===== src/rtl/asf_pkg.sv =====
package asf_pkg;

  localparam int ASF_WORD_W = 16;
  localparam int POS_CF = 0;
  localparam int POS_PF = 2;
  localparam int POS_AF = 4;
  localparam int POS_ZF = 6;
  localparam int POS_SF = 7;
  localparam int POS_OF = 11;

  typedef enum logic [1:0] {
    SZ_BYTE  = 2'b00,
    SZ_HALF  = 2'b01,
    SZ_WORD  = 2'b10,
    SZ_SPARE = 2'b11
  } size_e;

  typedef enum logic [1:0] {
    LF_AND  = 2'b00,
    LF_OR   = 2'b01,
    LF_XOR  = 2'b10,
    LF_PASS = 2'b11
  } lfn_e;

  typedef struct packed {
    logic of_f;
    logic sf_f;
    logic zf_f;
    logic af_f;
    logic pf_f;
    logic cf_f;
  } flags_t;

  // Spare size code folds onto the widest width.
  function automatic logic [1:0] size_idx(input logic [1:0] s);
    return (s == SZ_SPARE) ? 2'(SZ_WORD) : s;
  endfunction

endpackage


===== src/rtl/asf_adder.sv =====
module asf_adder #(
  parameter int BW = 8,
  localparam int DW = 4 * BW,
  localparam int NIB = BW / 2
) (
  input  logic [DW-1:0] a,
  input  logic [DW-1:0] b,
  input  logic [DW-1:0] mask,
  input  logic [1:0]    idx,
  input  logic          cin,
  input  logic          sub,
  output logic [DW-1:0] sum,
  output logic          cf_o,
  output logic          af_o,
  output logic          of_o
);
  logic [DW-1:0] am;
  logic [DW-1:0] bm;
  logic [DW:0]   full;
  logic          cx;
  logic [2:0]    co_top;
  logic [2:0]    ci_top;
  logic          c_nib;

  // Subtract is add of the inverted operand with inverted borrow.
  always_comb begin
    am   = a & mask;
    bm   = (sub ? ~b : b) & mask;
    cx   = cin ^ sub;
    full = {1'b0, am} + {1'b0, bm} + {{DW{1'b0}}, cx};
    sum  = full[DW-1:0] & mask;
  end

  // One carry tap per supported width.
  for (genvar g = 0; g < 3; g++) begin : g_tap
    localparam int W = BW << g;
    assign co_top[g] = full[W];
    assign ci_top[g] = am[W-1] ^ bm[W-1] ^ full[W-1];
  end

  assign c_nib = am[NIB] ^ bm[NIB] ^ full[NIB];

  always_comb begin
    cf_o = co_top[idx] ^ sub;
    of_o = co_top[idx] ^ ci_top[idx];
    af_o = c_nib ^ sub;
  end

endmodule


===== src/rtl/asf_logic.sv =====
module asf_logic #(
  parameter int BW = 8,
  localparam int DW = 4 * BW
) (
  input  logic [DW-1:0] a,
  input  logic [DW-1:0] b,
  input  logic [DW-1:0] mask,
  input  logic [1:0]    fn,
  output logic [DW-1:0] y
);
  import asf_pkg::*;

  logic [DW-1:0] raw;

  always_comb begin
    unique case (lfn_e'(fn))
      LF_AND:  raw = a & b;
      LF_OR:   raw = a | b;
      LF_XOR:  raw = a ^ b;
      default: raw = a;
    endcase
    y = raw & mask;
  end

endmodule


===== src/rtl/asf_flags.sv =====
module asf_flags #(
  parameter int BW = 8,
  localparam int DW = 4 * BW
) (
  input  logic [DW-1:0]   res,
  input  logic [1:0]      idx,
  input  logic            logic_en,
  input  logic            cf_a,
  input  logic            af_a,
  input  logic            of_a,
  input  logic            af_prev,
  output asf_pkg::flags_t nxt
);
  logic [2:0] msb_v;

  for (genvar g = 0; g < 3; g++) begin : g_msb
    assign msb_v[g] = res[(BW << g) - 1];
  end

  always_comb begin
    nxt.pf_f = ~^res[BW-1:0];
    nxt.zf_f = (res == '0);
    nxt.sf_f = msb_v[idx];
    nxt.cf_f = logic_en ? 1'b0 : cf_a;
    nxt.of_f = logic_en ? 1'b0 : of_a;
    nxt.af_f = logic_en ? af_prev : af_a;
  end

endmodule


===== src/rtl/asf_flag_gen.sv =====
module asf_flag_gen #(
  parameter int BW = 8,
  localparam int DW = 4 * BW
) (
  input  logic          clk,
  input  logic          rst,
  input  logic          upd_en,
  input  logic [DW-1:0] op_a,
  input  logic [DW-1:0] op_b,
  input  logic          carry_in,
  input  logic          sub_sel,
  input  logic [1:0]    size_sel,
  input  logic          logic_en,
  input  logic [1:0]    logic_fn,
  output logic [DW-1:0] result,
  output logic          cf,
  output logic          pf,
  output logic          af,
  output logic          zf,
  output logic          sf,
  output logic          of,
  output logic [asf_pkg::ASF_WORD_W-1:0] status_word
);
  import asf_pkg::*;

  logic [1:0]    idx;
  logic [DW-1:0] mask;
  logic [DW-1:0] sum_w;
  logic [DW-1:0] log_w;
  logic [DW-1:0] res_d;
  logic          cf_a, af_a, of_a;
  flags_t        flg_d;
  flags_t        flg_q;
  logic [DW-1:0] res_q;

  assign idx = size_idx(size_sel);

  always_comb begin
    for (int i = 0; i < DW; i++) mask[i] = (i < (BW << idx));
  end

  asf_adder #(.BW(BW)) u_add (
    .a(op_a), .b(op_b), .mask(mask), .idx(idx), .cin(carry_in),
    .sub(sub_sel), .sum(sum_w), .cf_o(cf_a), .af_o(af_a), .of_o(of_a)
  );

  asf_logic #(.BW(BW)) u_log (
    .a(op_a), .b(op_b), .mask(mask), .fn(logic_fn), .y(log_w)
  );

  assign res_d = logic_en ? log_w : sum_w;

  asf_flags #(.BW(BW)) u_flg (
    .res(res_d), .idx(idx), .logic_en(logic_en), .cf_a(cf_a),
    .af_a(af_a), .of_a(of_a), .af_prev(flg_q.af_f), .nxt(flg_d)
  );

  always_ff @(posedge clk) begin
    if (rst) begin
      res_q <= '0;
      flg_q <= '{of_f: 1'b0, sf_f: 1'b0, zf_f: 1'b1, af_f: 1'b0,
                 pf_f: 1'b1, cf_f: 1'b0};
    end else if (upd_en) begin
      res_q <= res_d;
      flg_q <= flg_d;
    end
  end

  assign result = res_q;
  assign cf = flg_q.cf_f;
  assign pf = flg_q.pf_f;
  assign af = flg_q.af_f;
  assign zf = flg_q.zf_f;
  assign sf = flg_q.sf_f;
  assign of = flg_q.of_f;

  always_comb begin
    status_word         = '0;
    status_word[POS_CF] = flg_q.cf_f;
    status_word[POS_PF] = flg_q.pf_f;
    status_word[POS_AF] = flg_q.af_f;
    status_word[POS_ZF] = flg_q.zf_f;
    status_word[POS_SF] = flg_q.sf_f;
    status_word[POS_OF] = flg_q.of_f;
  end

endmodule


===== config.mk =====
export PLATFORM = sky130hd
export DESIGN_NAME = asf_flag_gen
export DESIGN_NICKNAME = d
export VERILOG_FILES = /design/src/rtl/asf_pkg.sv /design/src/rtl/asf_adder.sv /design/src/rtl/asf_logic.sv /design/src/rtl/asf_flags.sv /design/src/rtl/asf_flag_gen.sv
export SDC_FILE = /design/constraint.sdc
export NUM_CORES = 1
export LEC_CHECK = 0
export BUFFER_PORTS_ARGS = -buffer_cell sky130_fd_sc_hd__buf_2
export CORE_MARGIN = 1.5
export CORE_UTILIZATION = 45
export DETAILED_ROUTE_END_ITERATION = 10
export PLACE_DENSITY = 0.67
export REMOVE_ABC_BUFFERS = 1
export SYNTH_ARGS = -nofsm -noshare
export SYNTH_HDL_FRONTEND = slang
export SYNTH_SLANG_ARGS = --single-unit

===== constraint.sdc =====
create_clock -name clk -period 9.4 [get_ports clk]
set_clock_uncertainty 0.05 [all_clocks]
set_input_delay 1.88 -clock clk [delete_from_list [all_inputs] [get_ports clk]]
set_output_delay 1.88 -clock clk [all_outputs]
set_load 0.05 [all_outputs]

==> qor.txt, run 1 <==
period utilization - 61.52%
CP max-delay cell - buf_4
largest net degree at the start of global routing - 48
PwrDens - 120.4 nW/um2
number of antenna diodes - 0
Max VDD drop - 0.07262 mV
setup bufs post-CTS - 0
Util after Layout - 51.75%
EDFF count, synth - 0
Req. time, crit path - 9580 ps
crit path time final - 5782 ps
endpoints failing setup - 0
CP peak stage delay - 470 ps
Most used DFF post-synth - dfxtp_1
final hold violation count - 0
DRC viols - 0
Sink Count - 38
CP Cell Sequence - buf_2 > buf_4 > xnor2_1 > fa_1 > inv_1 > fa_1 > a21o_2 > a21oi_1 > xor2_1 > nand2_1 > o21ai_0 > ha_1 > nand4_1 > a21oi_1 > nor4bb_1 > nand4b_1 > or4_1 > nor4_1 > a41o_1
Area growth syn-to-layout - 11.03%
CP Capture Type - register
share of the synthesized area in the top cell type - 19.00%
detailed-route via count - 5992
Worst-Margin Slew - 785.8 ps
DR iter-0 viols - 409
Yosys cell types - 73
register area share after synthesis - 11.67%
global-route wire length before repair - 26700 um
most common cell in the netlist - nor2_1
initial antenna violation count - 0
total I/O pin count - 128
HPWL Detailed - 13060 um
CTS Buffer Depth - 2
Clk Latency, worst-skew pair - 290 ps
MaxCap Viol Count - 0
core area - 13990 um2
hold buffers post-CTS - 0
final setup TNS - 0 ps
Routed Antenna Nets - 0
die width - 123.4 um
Port Buffer Count - 117
GRT Util Overall - 21.71%
layout cell share with drive strength beyond 1 - 20.37%
post-synthesis instance total - 857
yosys warns - 0
run status - completed
CTS buffer count - 5
critical path launch point type - input pin
Slew Limit Fails - 0
CTS root buf - clkbuf_16
critical path peak fanout - 35
final net count - 1097
syn_area_per_cell - 7.608 um2
CTS tree - yes
maximum clock frequency - 0.1729 GHz
Routed wire per std cell - 14.98 um
total power - 0.0008716 W
CP Data Arrival Time - 5960 ps
routability cong. - 0.9555
top post-synthesis cells by area - ha_1 (19%), dfxtp_1 (12%), mux4_2 (8.6%)
Seq cells post-synth - 38
static leakage - 3.624 nW
gr ovfl total - 0
RSZ-0062 raised after global routing - false
Starting Density - 46.61%
HP Class - register to register
critical path class - input pin to register
# resized after CTS - 0
vias in the first global route - 5392
Post-synth top cells - nor2_1 (113), inv_1 (103), ha_1 (99)
row count - 43
DRT Pass-1 Iters - 5
Worst slew margin - 47.61%
mapped cell area - 6520 um2
CTS clk-pin slew, worst paths - 60 ps
WP buf/inv - 3
Final Worst Setup Slack - 3618 ps
vias per std cell - 5.432
Die Y - 123.4 um
Total Wirelength - 16530 um
CTS H-tree lvls - 2
DP Worst Slack - 3329 ps
die area - 15220 um2
Top Family by Delay on Critical Path - simple AND/OR/NAND/NOR gates
asr flop ratio synth - 0%
largest area contributor in the netlist - ha_1
## worst register-to-register path: cells and delay by family (launching register included)
family | cells | cell delay, ps
AOI/OAI and AO/OA | 2 | 370
DFF | 1 | 340
## per-layer routing
metal	vias up	global-route usage, %	routed length [um]	share of wire (%)
met5	-	0	0	0
met1	2756	30.84	7938	48
met2	171	36.08	7538	46
met3	20	1.707	772	4.7
met4	0	4.526	276	1.7
li1	3045	-	-	-
## flip-flops by register name, summed over array words and instances (netlist names)
name,flops
af,1
cf,1
of,1
pf,1
result,32
sf,1
zf,1
## power breakdown
| part | switching [W] | internal [W] |
|---|---|---|
| Clock | 0.0000731 | 0.000153 |
| Combinational | 0.000289 | 0.000173 |
| Sequential | 0.00000901 | 0.000175 |
| Total | 0.000371 | 0.000500 |
## cells in the final DEF (no fill, tap or decap), types with 4 or more instances in the layout
master     count
ha_1          99
xnor2_1       42
dfxtp_1       38
o21ai_0       39
inv_1        103
a21o_1        19
a21oi_1       56
buf_4          7
xor2_1        20
nor2_1       113
mux4_2        25
a31oi_1        7
o21a_1         5
and2_1         6
a211o_1        4
nand4_1        5
nor4_1         4
nand2b_1       5
a211oi_1      17
nor3_1         8
nand3_1       20
clkbuf_16      5
o211ai_1       4
conb_1        10
mux2i_1       15
nand2_1       51
mux2_2         8
buf_2        117
## final cells by class
class	instances	area [um2]
multi-input cells	650	5035
well taps	180	225.2
clock inverters	3	68.82
fillers	1412	6749
inverters	103	386.6
clock buffers	5	125.1
flip-flops and latches	38	760.7
repair buffers	124	638.1
## path summary, 6_finish.rpt
check	slack, ps	cells past startpoint	startpoint	end
min reg2reg	410	2	result[24]	result[24]
max reg2reg	8530	2	zf	zf
min	410	2	result[24]	result[24]
max	3620	19	sub_sel	zf
## kinds of logic (layout without fill, tap and decap cells)
group,Yosys count,in the layout,share of synthesized area [%]
flip-flops,38,38,11.67
multiplexers,49,49,12.72
AO/OA/AOI/OAI,192,192,19.57
buffers and inverters,178,235,11.63
other,1,10,0.05752
AND/OR/NAND/NOR,236,236,16.41
adder cells (fa/ha/maj),101,101,19.61
XOR/XNOR,62,62,8.329
## stage by stage
step	std cells	hold WS [ps]	cell area, um2
floorplan	791	636.6	6182
global placement	1095	401.6	7046
detailed placement	1095	409.2	7046
CTS	1103	418.6	7239
global route	1103	434.4	7239
finish	1103	415.0	7239
Note: power is estimated with default switching activity, not from simulation.
==> inputs of run 2 (changes only) <==
--- a/config.mk
+++ b/config.mk
@@ -9,7 +9,7 @@
 export CORE_MARGIN = 1.5
 export CORE_UTILIZATION = 45
 export DETAILED_ROUTE_END_ITERATION = 10
-export PLACE_DENSITY = 0.67
+export PLACE_DENSITY = 0.7
 export REMOVE_ABC_BUFFERS = 1
 export SYNTH_ARGS = -nofsm -noshare
 export SYNTH_HDL_FRONTEND = slang
==> constraint.sdc (replaced) <==
create_clock -name clk -period 5.1 [get_ports clk]
set_clock_uncertainty 0.05 [all_clocks]
set_input_delay 1.02 -clock clk [delete_from_list [all_inputs] [get_ports clk]]
set_output_delay 1.02 -clock clk [all_outputs]
set_load 0.05 [all_outputs]
==> qor.txt, run 2 (synthesis gave the netlist of run 1 again) <==
most common cell after layout, fill and taps aside - buf_2
Net Sw Power - 0.0006798 W (+83%)
Max VDD drop - 0.1563 mV (+120%)
DP Worst Slack - 305.0 ps (-3024 ps)
CTS H-tree lvls - 2 (unchanged)
PwrDens - 220.4 nW/um2 (+83%)
final hold violation count - 0 (unchanged)
Logic pwr share - 53.5% (+0.5 points)
Die Y - 123.4 um (unchanged)
Reg power frac - 21.2% (about the same)
run status - completed
Req. time, crit path - 5280 ps (-4300 ps)
routability cong. - 0.9863 (+3.2%)
setup bufs post-CTS - 0 (unchanged)
Total Wirelength - 16830 um (+1.8%)
row count - 43 (unchanged)
Post-Place Cells - 1100 (+0.46%)
max reg flops - 32 (unchanged)
vias per std cell - 5.516 (+1.5%)
static leakage - 3.648 nW (+0.66%)
Worst slew margin - 48.44% (+0.83 points)
critical path launch point type - input pin
gr ovfl total - 0 (unchanged)
period utilization - 88.75%
CTS tree - yes
DR iter-0 viols - 501 (+22%)
register area - 760.7 um2 (unchanged)
Final Worst Setup Slack - 573.9 ps (-3044 ps)
core area - 13990 um2 (unchanged)
internal power - 0.0009246 W (+85%)
switch share - 42.37% (-0.22 points)
HPWL Detailed - 13590 um (+4.1%)
critical path peak fanout - 5 (-86%)
MaxCap Viol Count - 0 (unchanged)
Routed Antenna Nets - 0 (unchanged)
Slew Limit Fails - 0 (unchanged)
RSZ-0062 raised after global routing - false
DRT Pass-1 Iters - 5 (unchanged)
Port Buffer Count - 117 (unchanged)
Routed wire per std cell - 15.17 um (+1.3%)
CP Data Arrival Time - 4710 ps (-1250 ps)
maximum clock frequency - 0.2209 GHz
GRT Util Overall - 22.29% (+0.58 points)
CTS buffer count - 5 (unchanged)
Sink Count - 38 (unchanged)
CTS clk-pin slew, worst paths - 60 ps (about the same)
DRC viols - 0 (unchanged)
# resized after CTS - 0 (unchanged)
endpoints failing setup - 0 (unchanged)
total I/O pin count - 128 (unchanged)
layout cell share with drive strength beyond 1 - 20.80% (+0.43 points)
vias in the first global route - 5530 (+2.6%)
Util after Layout - 52.04% (+0.29 points)
fill count - 1383 (-2.1%)
area of the multi-input gates - 5035 um2 (unchanged)
largest net degree at the start of global routing - 47 (-2.1%)
reg2reg setup slack - 4230 ps (-4300 ps)
final net count - 1102 (+0.46%)
critical path class - input pin to register
detailed-route via count - 6117 (+2.1%)
Finished Layout Cells - 1109 (+0.54%)
Worst-Margin Slew - 773.4 ps (-12.39 ps)
final setup TNS - 0 ps (unchanged)
CTS Buffer Depth - 2 (unchanged)
hold buffers post-CTS - 0 (unchanged)
Clk Latency, worst-skew pair - 280 ps (about the same)
CP Capture Type - register
Area growth syn-to-layout - 11.65%
HP Class - register to register
die width - 123.4 um (unchanged)
crit path time final - 4526 ps
CTS root buf - clkbuf_16
global-route wire length before repair - 27230 um (+2.0%)
Starting Density - 46.61% (unchanged)
clock share of power - 25.4% (-0.5 points)
commonest cells after routing, fill and taps aside - buf_2 (117), nor2_1 (113), inv_1 (103)
worst hold slack - 413.0 ps (-1.991 ps)
initial antenna violation count - 1 (+1)
die area - 15220 um2 (unchanged)
==> run 2: changes by cell type in the layout (fill, tap and decap cells not counted), sizes merged <==
cell   delta
buf       +5
diode     +1
==> run 2: final cells by class <==
| class | count | area share [%] |
|---|---|---|
| Clock inverter | 3 | 0.9453 |
| Timing Repair Buffer | 129 | 9.282 |
| Inverter | 103 | 5.311 |
| Tap cell | 180 | 3.094 |
| Clock buffer | 5 | 1.719 |
| Antenna cell | 1 | 0.03438 |
| Sequential cell | 38 | 10.45 |
| Multi-Input combinational cell | 650 | 69.16 |
==> run 2: critical path, cell delays in order <==
cell,delay (ps)
buf_2,150
xnor2_1,220
fa_1,230
inv_1,60
fa_1,430
a21o_2,230
a21oi_1,250
xor2_1,180
nand2_1,60
o21ai_0,140
ha_1,190
nand4_1,120
a21oi_1,140
nor4bb_1,240
nand4b_1,140
or4_1,410
nor4_1,290
a41o_1,210
==> run 2: path summary, 6_finish.rpt <==
check / startpoint / endpoint / depth (start not counted)
setup reg to reg: zf / zf / 2
hold / removal: result[25] / result[25] / 2
hold reg to reg: result[25] / result[25] / 2
setup / recovery: sub_sel / zf / 18
==> run 2: through the flow <==
stage | power [W] | cell area, um2
after detailed placement | 0.001196 | 7083
after global routing | 0.001712 | 7279
after CTS | 0.001603 | 7277
after floorplan | 0.0009576 | 6182
final | 0.001604 | 7279
after global placement | 0.001188 | 7083
==> run 2: power by group through the flow <==
stage          Clock, W  Combinational (W)  Sequential (W)
6_report       0.000407           0.000858        0.000340
5_1_grt        0.000422           0.000948        0.000342
4_1_cts        0.000407           0.000856        0.000340
3_5_place_dp          0           0.000850        0.000346
3_3_place_gp          0           0.000843        0.000346
2_1_floorplan         0           0.000506        0.000451
==> run 2: routing by layer <==
metal | GRT usage (%) | routed length [um] | up-vias
li1 | - | - | 3056
met5 | 0 | 0 | -
met1 | 30.90 | 7762 | 2814
met4 | 5.316 | 293 | 0
met3 | 2.952 | 1068 | 22
met2 | 36.74 | 7702 | 225
==> inputs of run 3 (changes only) <==
--- a/config.mk
+++ b/config.mk
@@ -9,8 +9,9 @@
 export CORE_MARGIN = 1.5
 export CORE_UTILIZATION = 45
 export DETAILED_ROUTE_END_ITERATION = 10
-export PLACE_DENSITY = 0.7
+export PLACE_DENSITY = 0.69
 export REMOVE_ABC_BUFFERS = 1
 export SYNTH_ARGS = -nofsm -noshare
 export SYNTH_HDL_FRONTEND = slang
+export SYNTH_HIERARCHICAL = 1
 export SYNTH_SLANG_ARGS = --single-unit
==> qor.txt, run 3 <==
run status - completed
register area - 760.7 um2 (unchanged)
most common cell in the netlist - ha_1
critical path launch point type - input pin
area of the multi-input gates - 5951 um2 (+18%)
layout cell share with drive strength beyond 1 - 21.89% (+1.1 points)
worst reg2reg endpoint - af
MaxCap Viol Count - 0 (unchanged)
HPWL Detailed - 13850 um (+1.9%)
yosys warns - 6 (+6)
hold wc startpoint - of
setup bufs post-CTS - 0 (unchanged)
M1 wire length - 8704 um (+12%)
detailed-route via count - 6302 (+3.0%)
GRT Util Overall - 20.72% (-1.6 points)
critical path class - input pin to register
DP Worst Slack - 110.7 ps (-194.3 ps)
clock share of power - 26.0% (+0.6 points)
Port Buffer Count - 117 (unchanged)
worst r2r src - af
Most used DFF post-synth - dfxtp_1
Routed Antenna Nets - 0 (unchanged)
worst hold stages - 2 (unchanged)
Reg power frac - 20.7% (-0.5 points)
Routed wire per std cell - 14.56 um (-4.0%)
CTS tree - yes
Placed Area - 7990 um2 (+13%)
maximum clock frequency - 0.2141 GHz (-3.1%)
CTS clk-pin slew, worst paths - 70 ps (about the same)
mapped cell area - 7269 um2 (+11%)
CTS root buf - clkbuf_16
Area growth syn-to-layout - 12.58%
Final Worst Setup Slack - 429.3 ps (-144.6 ps)
largest net degree at the start of global routing - 64 (+36%)
register area share after synthesis - 10.46% (-1.2 points)
commonest cells after routing, fill and taps aside - buf_2 (116), ha_1 (99), and2_1 (91)
critical path peak fanout - 32 (+27)
largest area contributor in the netlist - ha_1
Reg2Reg Depth - 3 (+1)
period utilization - 91.58% (+2.8 points)
Starting Density - 45.93% (-0.68 points)
internal power - 0.0009708 W (+5.0%)
post-synthesis instance total - 896 (+4.6%)
CTS Buffer Depth - 2 (unchanged)
HP Class - register to register
endpoints failing setup - 0 (unchanged)
RSZ-0062 raised after global routing - false
CP Data Arrival Time - 4860 ps (+150 ps)
hold worst-path end - of
share of the synthesized area in the top cell type - 17.04% (-2.0 points)
core area - 15830 um2 (+13%)
Worst slew margin - 21.35% (-27 points)
metal2 WL - 8304 um (+7.8%)
DRT Pass-1 Iters - 5 (unchanged)
Total Wirelength - 17910 um (+6.4%)
Clk Latency, worst-skew pair - 290 ps (about the same)
asr flop ratio synth - 0% (unchanged)
fill count - 1540 (+11%)
Worst-Margin Slew - 1178 ps (+405.0 ps)
row count - 46 (+7.0%)
reg2reg setup slack - 4140 ps (-90 ps)
global-route wire length before repair - 28300 um (+3.9%)
final hold violation count - 0 (unchanged)
met3 WL post-DR - 625 um (-41%)
Post-synth top cells - ha_1 (99), and2_1 (91), inv_1 (90)
EDFF count, synth - 0 (unchanged)
static leakage - 4.450 nW (+22%)
top post-synthesis cells by area - ha_1 (17%), dfxtp_1 (10%), and2_1 (7.8%)
crit path time final - 4671 ps (+144.6 ps)
CP Capture Type - register
die area - 16930 um2 (+11%)
Logic pwr share - 53.3% (-0.2 points)
Max VDD drop - 0.1579 mV (+1.1%)
gr ovfl total - 0 (unchanged)
Yosys cell types - 67 (-8.2%)
Net Sw Power - 0.0006599 W (-2.9%)
vias per std cell - 5.124 (-7.1%)
top routing layer used - met4
final net count - 1188 (+7.8%)
Sink Count - 38 (unchanged)
Slew Limit Fails - 0 (unchanged)
CTS H-tree lvls - 2 (unchanged)
most common cell after layout, fill and taps aside - buf_2
worst hold slack - 468.6 ps (+55.62 ps)
max reg flops - 32 (unchanged)
PwrDens - 199.3 nW/um2 (-9.6%)
total I/O pin count - 128 (unchanged)
final setup TNS - 0 ps (unchanged)
number of antenna diodes - 0 (-1)
hold buffers post-CTS - 0 (unchanged)
DR iter-0 viols - 383 (-24%)
initial antenna violation count - 0 (-1)
CTS buffer count - 5 (unchanged)
Seq cells post-synth - 38 (unchanged)
vias in the first global route - 5755 (+4.1%)
# resized after CTS - 0 (unchanged)
syn_area_per_cell - 8.113 um2 (+6.6%)
Final Cell Area - 8184 um2 (+12%)
switch share - 40.47% (-1.9 points)
Req. time, crit path - 5290 ps (about the same)
Die Y - 130.1 um (+5.5%)
DRC viols - 0 (unchanged)
die width - 130.1 um (+5.5%)
routability cong. - 0.8644 (-12%)
==> run 3: critical path, stage by stage <==
cell      delay (ps)
buf_2            120
or2_2            470
and2_1           240
ha_1             360
a211oi_1         250
o21ai_0          150
a41oi_2          260
a21oi_2          100
or2_4            260
a311o_1          370
a21oi_1          180
mux2i_1          100
mux2_4           280
nor4_1           320
nand3_1          150
nor2_1           110
a211o_1          120
==> run 3: how the worst max path moves through the flow <==
stage                 from  endpoint  slack [ps]  depth (start not counted)
2_1_floorplan  size_sel[0]        zf         760                         16
3_3_place_gp   size_sel[0]        zf         250                         17
5_1_grt        size_sel[0]        zf         130                         17
3_5_place_dp   size_sel[0]        zf         110                         17
4_1_cts        size_sel[0]        zf         410                         17
6_report       size_sel[0]        zf         430                         17
==> run 3: metal layers <==
layer  global-route usage (%)  up-vias
met4                    5.033        0
met2                    35.42      127
li1                         -     3238
met3                    2.214       22
met5                        0        -
met1                    27.86     2915
==> run 3: cell families (layout without fill, tap and decap cells) <==
family	count (synthesis)	after routing	share of synthesized area, %
muxes	73	73	13.36
other	2	41	0.1033
buffers and inverters	147	226	9.690
adders and majority gates	101	101	17.59
AOI/OAI and AO/OA	217	217	22.82
DFF	38	38	10.46
and+or+nand+nor	257	257	18.62
xor gates and xnor gates	61	61	7.349
==> run 3: area by class of cell <==
| class | count | area share [%] |
|---|---|---|
| Timing Repair Buffer | 128 | 8.194 |
| Clock buffer | 5 | 1.529 |
| Tap cell | 216 | 3.302 |
| Clock inverter | 3 | 0.8408 |
| Sequential cell | 38 | 9.295 |
| Inverter | 90 | 4.128 |
| Multi-Input combinational cell | 750 | 72.71 |
==> run 3: power by group through the flow <==
stage	combinational, W	clock, W	sequential [W]
2_1_floorplan	0.000518	0	0.000445
3_3_place_gp	0.000855	0	0.000344
3_5_place_dp	0.000863	0	0.000344
4_1_cts	0.000869	0.000434	0.000338
5_1_grt	0.000953	0.000439	0.000341
6_report	0.000869	0.000425	0.000337
==> run 3: per-stage QoR <==
| step | util, % | power [W] | cells |
|---|---|---|---|
| finish | 51.71 | 0.001631 | 1230 |
| global route | 51.71 | 0.001732 | 1230 |
| CTS | 51.71 | 0.001640 | 1230 |
| detailed placement | 50.48 | 0.001208 | 1222 |
| global placement | 50.48 | 0.001199 | 1222 |
| floorplan | - | 0.0009631 | 878 |
